### src/rtl/pc_seq.sv
module pc_seq #(
  parameter int PCW   = 11,
  parameter int DEPTH = 8,
  parameter int PGW   = 3
) (
  input  logic             clk,
  input  logic             rst_n,
  input  logic             step,
  input  logic [3:0]       op,
  input  logic [PCW-3:0]   arg,
  output logic [PCW-1:0]   pc,
  output logic [PGW-1:0]   page,
  output logic             w_load,
  output logic [PCW-4:0]   w_lit
);
  localparam int SPW = $clog2(DEPTH);
  localparam int JW  = PCW - 2;
  localparam int CW  = PCW - 3;
  localparam int EW  = PCW + PGW;

  localparam logic [3:0] OP_SEQ  = 4'd0;
  localparam logic [3:0] OP_SKIP = 4'd1;
  localparam logic [3:0] OP_JMP  = 4'd2;
  localparam logic [3:0] OP_CALL = 4'd3;
  localparam logic [3:0] OP_RET  = 4'd4;
  localparam logic [3:0] OP_RETP = 4'd5;
  localparam logic [3:0] OP_RETW = 4'd6;
  localparam logic [3:0] OP_LDLO = 4'd7;
  localparam logic [3:0] OP_ADLO = 4'd8;
  localparam logic [3:0] OP_PAGE = 4'd9;
  localparam logic [3:0] OP_IRQ  = 4'd10;
  localparam logic [3:0] OP_RETI = 4'd11;

  logic [PCW-1:0] pc_q, pc_d, sh_q;
  logic [PGW-1:0] pg_q, pg_d;
  logic [SPW-1:0] top_q;
  logic [EW-1:0]  stk [DEPTH];
  logic           push, pop;

  wire [PCW-1:0] inc1   = pc_q + 1'b1;
  wire [PCW-1:0] inc2   = pc_q + PCW'(2);
  wire [SPW-1:0] top_up = top_q + 1'b1;
  wire [SPW-1:0] top_dn = top_q - 1'b1;
  wire [EW-1:0]  tos    = stk[top_q];
  wire [CW-1:0]  lo_sum = pc_q[CW-1:0] + arg[CW-1:0] + 1'b1;

  always_comb begin
    pc_d = inc1;
    pg_d = pg_q;
    push = 1'b0;
    pop  = 1'b0;
    case (op)
      OP_SKIP: pc_d = inc2;
      OP_JMP:  pc_d = {pg_q[1:0], arg[JW-1:0]};
      OP_CALL: begin
        pc_d = {pg_q[1:0], 1'b0, arg[CW-1:0]};
        push = 1'b1;
      end
      OP_RET, OP_RETW: begin
        pc_d = tos[PCW-1:0];
        pop  = 1'b1;
      end
      OP_RETP: begin
        pc_d = tos[PCW-1:0];
        pg_d = tos[EW-1:PCW];
        pop  = 1'b1;
      end
      OP_LDLO: pc_d = {pc_q[PCW-1:CW], arg[CW-1:0]};
      OP_ADLO: pc_d = {pc_q[PCW-1:CW], lo_sum};
      OP_PAGE: pg_d = arg[PGW-1:0];
      OP_IRQ:  pc_d = '0;
      OP_RETI: pc_d = sh_q;
      default: pc_d = inc1;
    endcase
  end

  always_ff @(posedge clk) begin
    if (!rst_n) begin
      pc_q  <= '0;
      pg_q  <= '0;
      sh_q  <= '0;
      top_q <= '0;
      for (int i = 0; i < DEPTH; i++) stk[i] <= '0;
    end else if (step) begin
      pc_q <= pc_d;
      pg_q <= pg_d;
      if (op == OP_IRQ) sh_q <= pc_q;
      if (push) begin
        stk[top_up] <= {pg_q, inc1};
        top_q       <= top_up;
      end else if (pop) begin
        top_q <= top_dn;
      end
    end
  end

  assign pc     = pc_q;
  assign page   = pg_q;
  assign w_load = step && (op == OP_RETW);
  assign w_lit  = arg[CW-1:0];

  p_hold_r2: assert property (@(posedge clk) disable iff (!rst_n)
    !step |=> $stable(pc) && $stable(page));
  p_seq_r3: assert property (@(posedge clk) disable iff (!rst_n)
    step && op == OP_SEQ |=> pc == $past(pc) + 1'b1);
  p_jmp_page_r4: assert property (@(posedge clk) disable iff (!rst_n)
    step && op == OP_JMP |=> pc[PCW-1:JW] == $past(page[1:0]));
  p_call_bit8_r5: assert property (@(posedge clk) disable iff (!rst_n)
    step && op == OP_CALL |=> !pc[CW] && $stable(page));
  p_lo_segment_r9: assert property (@(posedge clk) disable iff (!rst_n)
    step && (op == OP_LDLO || op == OP_ADLO) |=> pc[PCW-1:CW] == $past(pc[PCW-1:CW]));
  p_page_wr_r10: assert property (@(posedge clk) disable iff (!rst_n)
    step && op == OP_PAGE |=> page == $past(arg[PGW-1:0]));
  p_irq_vec_r12: assert property (@(posedge clk) disable iff (!rst_n)
    step && op == OP_IRQ |=> pc == '0 && $stable(page));
endmodule

### config.mk
export PLATFORM = sky130hd
export DESIGN_NAME = pc_seq
export DESIGN_NICKNAME = d
export VERILOG_FILES = /design/src/rtl/pc_seq.sv
export SDC_FILE = /design/constraint.sdc
export NUM_CORES = 1
export LEC_CHECK = 0
export BUFFER_PORTS_ARGS = -buffer_cell sky130_fd_sc_hd__buf_2
export CAP_MARGIN = 20
export CORE_MARGIN = 5
export CORE_UTILIZATION = 55
export CTS_CLUSTER_SIZE = 8
export DETAILED_ROUTE_END_ITERATION = 16
export MAX_ROUTING_LAYER = met4
export PLACE_DENSITY = 0.83
export RECOVER_POWER = 100
export SLEW_MARGIN = 5
export SYNTH_ARGS = -nofsm -noshare
export SYNTH_HDL_FRONTEND = slang
export SYNTH_SLANG_ARGS = --single-unit
### constraint.sdc
create_clock -name clk -period 3 [get_ports clk]
set_input_delay 0.45 -clock clk [delete_from_list [all_inputs] [get_ports clk]]
set_output_delay 0.45 -clock clk [all_outputs]
set_load 0.01 [all_outputs]
==> out/qor.txt <==
=========================================================================
Outcome ....................................................    completed
Min-delay worst type ....................................... input port to flip-flop
Initial antenna violation count ............................            0
Total routing usage reported by global routing .............        0.254
Post-synthesis instance area ...............................     7310 µm²
Peak supply drop ...........................................     0.465 mV
Syn nets ...................................................          651
Worst min-delay path startpoint ............................       arg[0]
Power density over the cells ...............................   575 nW/µm²
Fill cell count ............................................         1029
Ratio of cells with drive above 1 in the final layout ......        0.142
RSZ-0062 raised after global routing .......................           no
Starting Density ...........................................        0.556
Cts hold-fix bufs ..........................................            0
Via count ..................................................         5418
Max-slew violation count ...................................            0
Worst slew slack as a fraction of its limit ................        0.382
Final worst path period need ...............................      2.64 ns
Final-stage net count ......................................          690
Yosys top cell by area .....................................     edfxtp_1
CTS Sinks ..................................................          143
Clk_lat worst skew .........................................      0.42 ns
Average detailed-routed wire length per instance ...........      22.3 µm
CTS tree ...................................................         done
Arr. time, crit path .......................................      2.69 ns
Number of synthesized register bits ........................          143
Most used flip-flop cell after synthesis ...................     edfxtp_1
Count of distinct cell types in the synthesized netlist ....           66
Hold worst-path end ........................................      page[0]
Fin crit share .............................................        0.881
DRC errors left ............................................            0
Highest achievable clock rate ..............................      379 MHz
Number of enable flip-flop cells after synthesis ...........          112
Worst r2r path cells .......................................            6
Area growth syn-to-layout ..................................        9.95%
Capture point of the worst reg-to-reg path .................    stk[0][9]
I/O pins ...................................................           39
P_leak .....................................................      2.76 nW
Clock Pin Slew Worst Setup and Hold Paths ..................      0.06 ns
Avg Inst Size Synth ........................................     11.7 µm²
Global placement routability congestion ....................        0.948
Worst hold path depth ......................................            3
Worst reg-to-reg setup slack ...............................      0.41 ns
Number of nets still failing antenna checks after routing ..            0
Yosys synthesis warning count ..............................            0
Antenna diodes .............................................            0
Number of gates resized after cts ..........................            0
Buffer count from post-CTS setup fixing ....................            0
Crit path max fanout .......................................           21
Ratio of routed vias to standard cells .....................         6.37
Area fraction of the dominant cell type after synthesis ....        0.460
Number of maximum-capacitance constraint violations ........            0
Placed Cells incl. Taps ....................................          819
Global-route wire length before repair .....................     29400 µm
Core area ..................................................    13100 µm²
Final total negative setup slack ...........................         0 ns
Overall die width ..........................................       125 µm
Root buffer cell ...........................................    clkbuf_16
Clock tree buffer depth ....................................            2
Port Buffers ...............................................           38
Htree depth ................................................            4
Number of global-route vias before repair ..................         5234
Post-route insts no fill ...................................          850
Die Y-Extent ...............................................       125 µm
Nature of the critical path startpoint .....................   input port
Share of the yosys chip area belonging to registers ........        0.545
Leading cell types by total area after synthesis ........... edfxtp_1, mux4_2, dfxtp_1
Largest net degree at the start of global routing ..........           26
Post-detail-place hpwl .....................................     13100 µm
Number of instances in the synthesized netlist .............          623
Area enclosed by the die boundary ..........................    15700 µm²
Worst clock skew ...........................................   0.00729 ns
Setup Viol. Count Final ....................................            0
Transition time at the pin with the least slew margin ......     0.921 ns
Total length of routed wires ...............................     19000 µm
Critical Path End Type .....................................    flip-flop
Crit path required time ....................................      3.05 ns
Source of the worst register-to-register timing path .......        pc[2]
Total congestion overflow after global routing .............            0
Number of core rows ........................................           42
Number of hold-slack violations in the final timing report .            0
Detailed router's first-iteration violation count ..........          723
Class of the most critical setup path ...................... input port to flip-flop
Asr flop ratio synth .......................................            0
Clock buffer count from CTS ................................           17
Count of TritonRoute iterations in the first routing pass ..            6
=========================================================================
synthesized netlist by cell type, types with 10 or more instances:
cell type	count
clkbuf_1	13
xnor2_1	14
buf_2	15
o21ai_0	15
nand3_1	11
buf_4	11
mux4_2	28
ha_1	11
nor2_1	153
nand2_1	28
o22ai_1	10
mux2i_1	23
dfxtp_1	31
inv_1	12
edfxtp_1	112
a21oi_1	20
power breakdown:
part	internal, W	switching (W)
logic	0.000204	0.000302
clock network	0.00104	0.000793
registers	0.00220	0.0000806
total	0.00345	0.00118
flip-flops by register name, summed over array words and instances (netlist names), named ones only:
signal / count
top_q: 3
pc: 11
page: 3
stk: 112
sh_q: 11
metal layers:
| layer | GRT usage | wire [µm] | up-vias |
|---|---|---|---|
| met5 | - | 0 | - |
| met4 | 0.0950 | 682 | 0 |
| met3 | 0.0742 | 2180 | 73 |
| met2 | 0.409 | 9300 | 381 |
| met1 | 0.305 | 6820 | 2612 |
| li1 | - | - | 2352 |
kinds of logic after synthesis:
family	share of synthesized area
and+or+nand+nor	0.141
DFF	0.545
AOI/OAI and AO/OA	0.0890
buffers and inverters	0.0512
muxes	0.122
xor gates and xnor gates	0.0298
adders and majority gates	0.0216
cells in the final DEF (no fill, tap or decap), types with 3 or more instances in the layout:
cell type | netlist | routed
mux2i_1 | 23 | 23
nand2b_1 | 6 | 6
xnor2_1 | 14 | 14
a31oi_1 | 4 | 4
clkbuf_1 | 13 | 43
a41oi_1 | 4 | 4
clkbuf_16 | 0 | 17
clkinv_2 | 0 | 3
buf_4 | 11 | 11
o22ai_1 | 10 | 10
buf_2 | 15 | 14
a221oi_1 | 3 | 3
ha_1 | 11 | 11
clkinvlp_4 | 0 | 3
nor2_1 | 153 | 153
o21a_1 | 7 | 7
or3_1 | 3 | 3
mux4_2 | 28 | 28
nand2_1 | 28 | 28
inv_1 | 12 | 12
a32o_1 | 5 | 5
a22oi_1 | 3 | 3
and3_1 | 6 | 6
clkbuf_2 | 0 | 4
nor3_1 | 5 | 5
nand3_1 | 11 | 13
o21ai_0 | 15 | 17
nor2b_1 | 5 | 5
edfxtp_1 | 112 | 112
clkinv_4 | 0 | 3
xor2_1 | 9 | 9
a21oi_1 | 20 | 20
o221ai_1 | 4 | 4
dfxtp_1 | 31 | 30
through the flow:
stage	setup WS, ns	util	total power, W	area, µm²	hold WS, ns
floorplan	0.739	-	0.00266	7310	0.460
global placement	0.643	0.582	0.00280	7650	0.475
detailed placement	0.546	0.582	0.00283	7650	0.477
CTS	0.512	0.621	0.00464	8160	0.409
global route	0.212	0.612	0.00477	8040	0.429
finish	0.358	0.612	0.00462	8040	0.423
critical path: stages:
cell      delay (ns)
clkbuf_1        0.33
nand2b_1        0.32
nor4_1          0.49
and2b_1         0.26
nand2_1         0.08
nand2_1         0.22
clkbuf_1        0.53
layout make-up:
type,instances,area (µm²),share of cell area
sequential,143,3990,0.496
clock buffer,20,437,0.0543
inverter,12,45.0,0.00561
multi-input combinational,418,2930,0.365
tap,176,220,0.0274
timing repair buffer,70,343,0.0427
clock inverter,11,71.3,0.00888
worst max-delay path by stage:
stage / start / end / slack (ns) / cells after the start
detailed placement: op[1] / stk[2][8] / 0.55 / 7
floorplan: op[3] / stk[2][0] / 0.74 / 7
finish: op[3] / stk[5][3] / 0.36 / 7
CTS: pc[2] / stk[0][9] / 0.51 / 6
global route: op[3] / stk[5][3] / 0.21 / 7
global placement: op[1] / stk[1][9] / 0.64 / 7
Power figures use the tool's default switching activity.
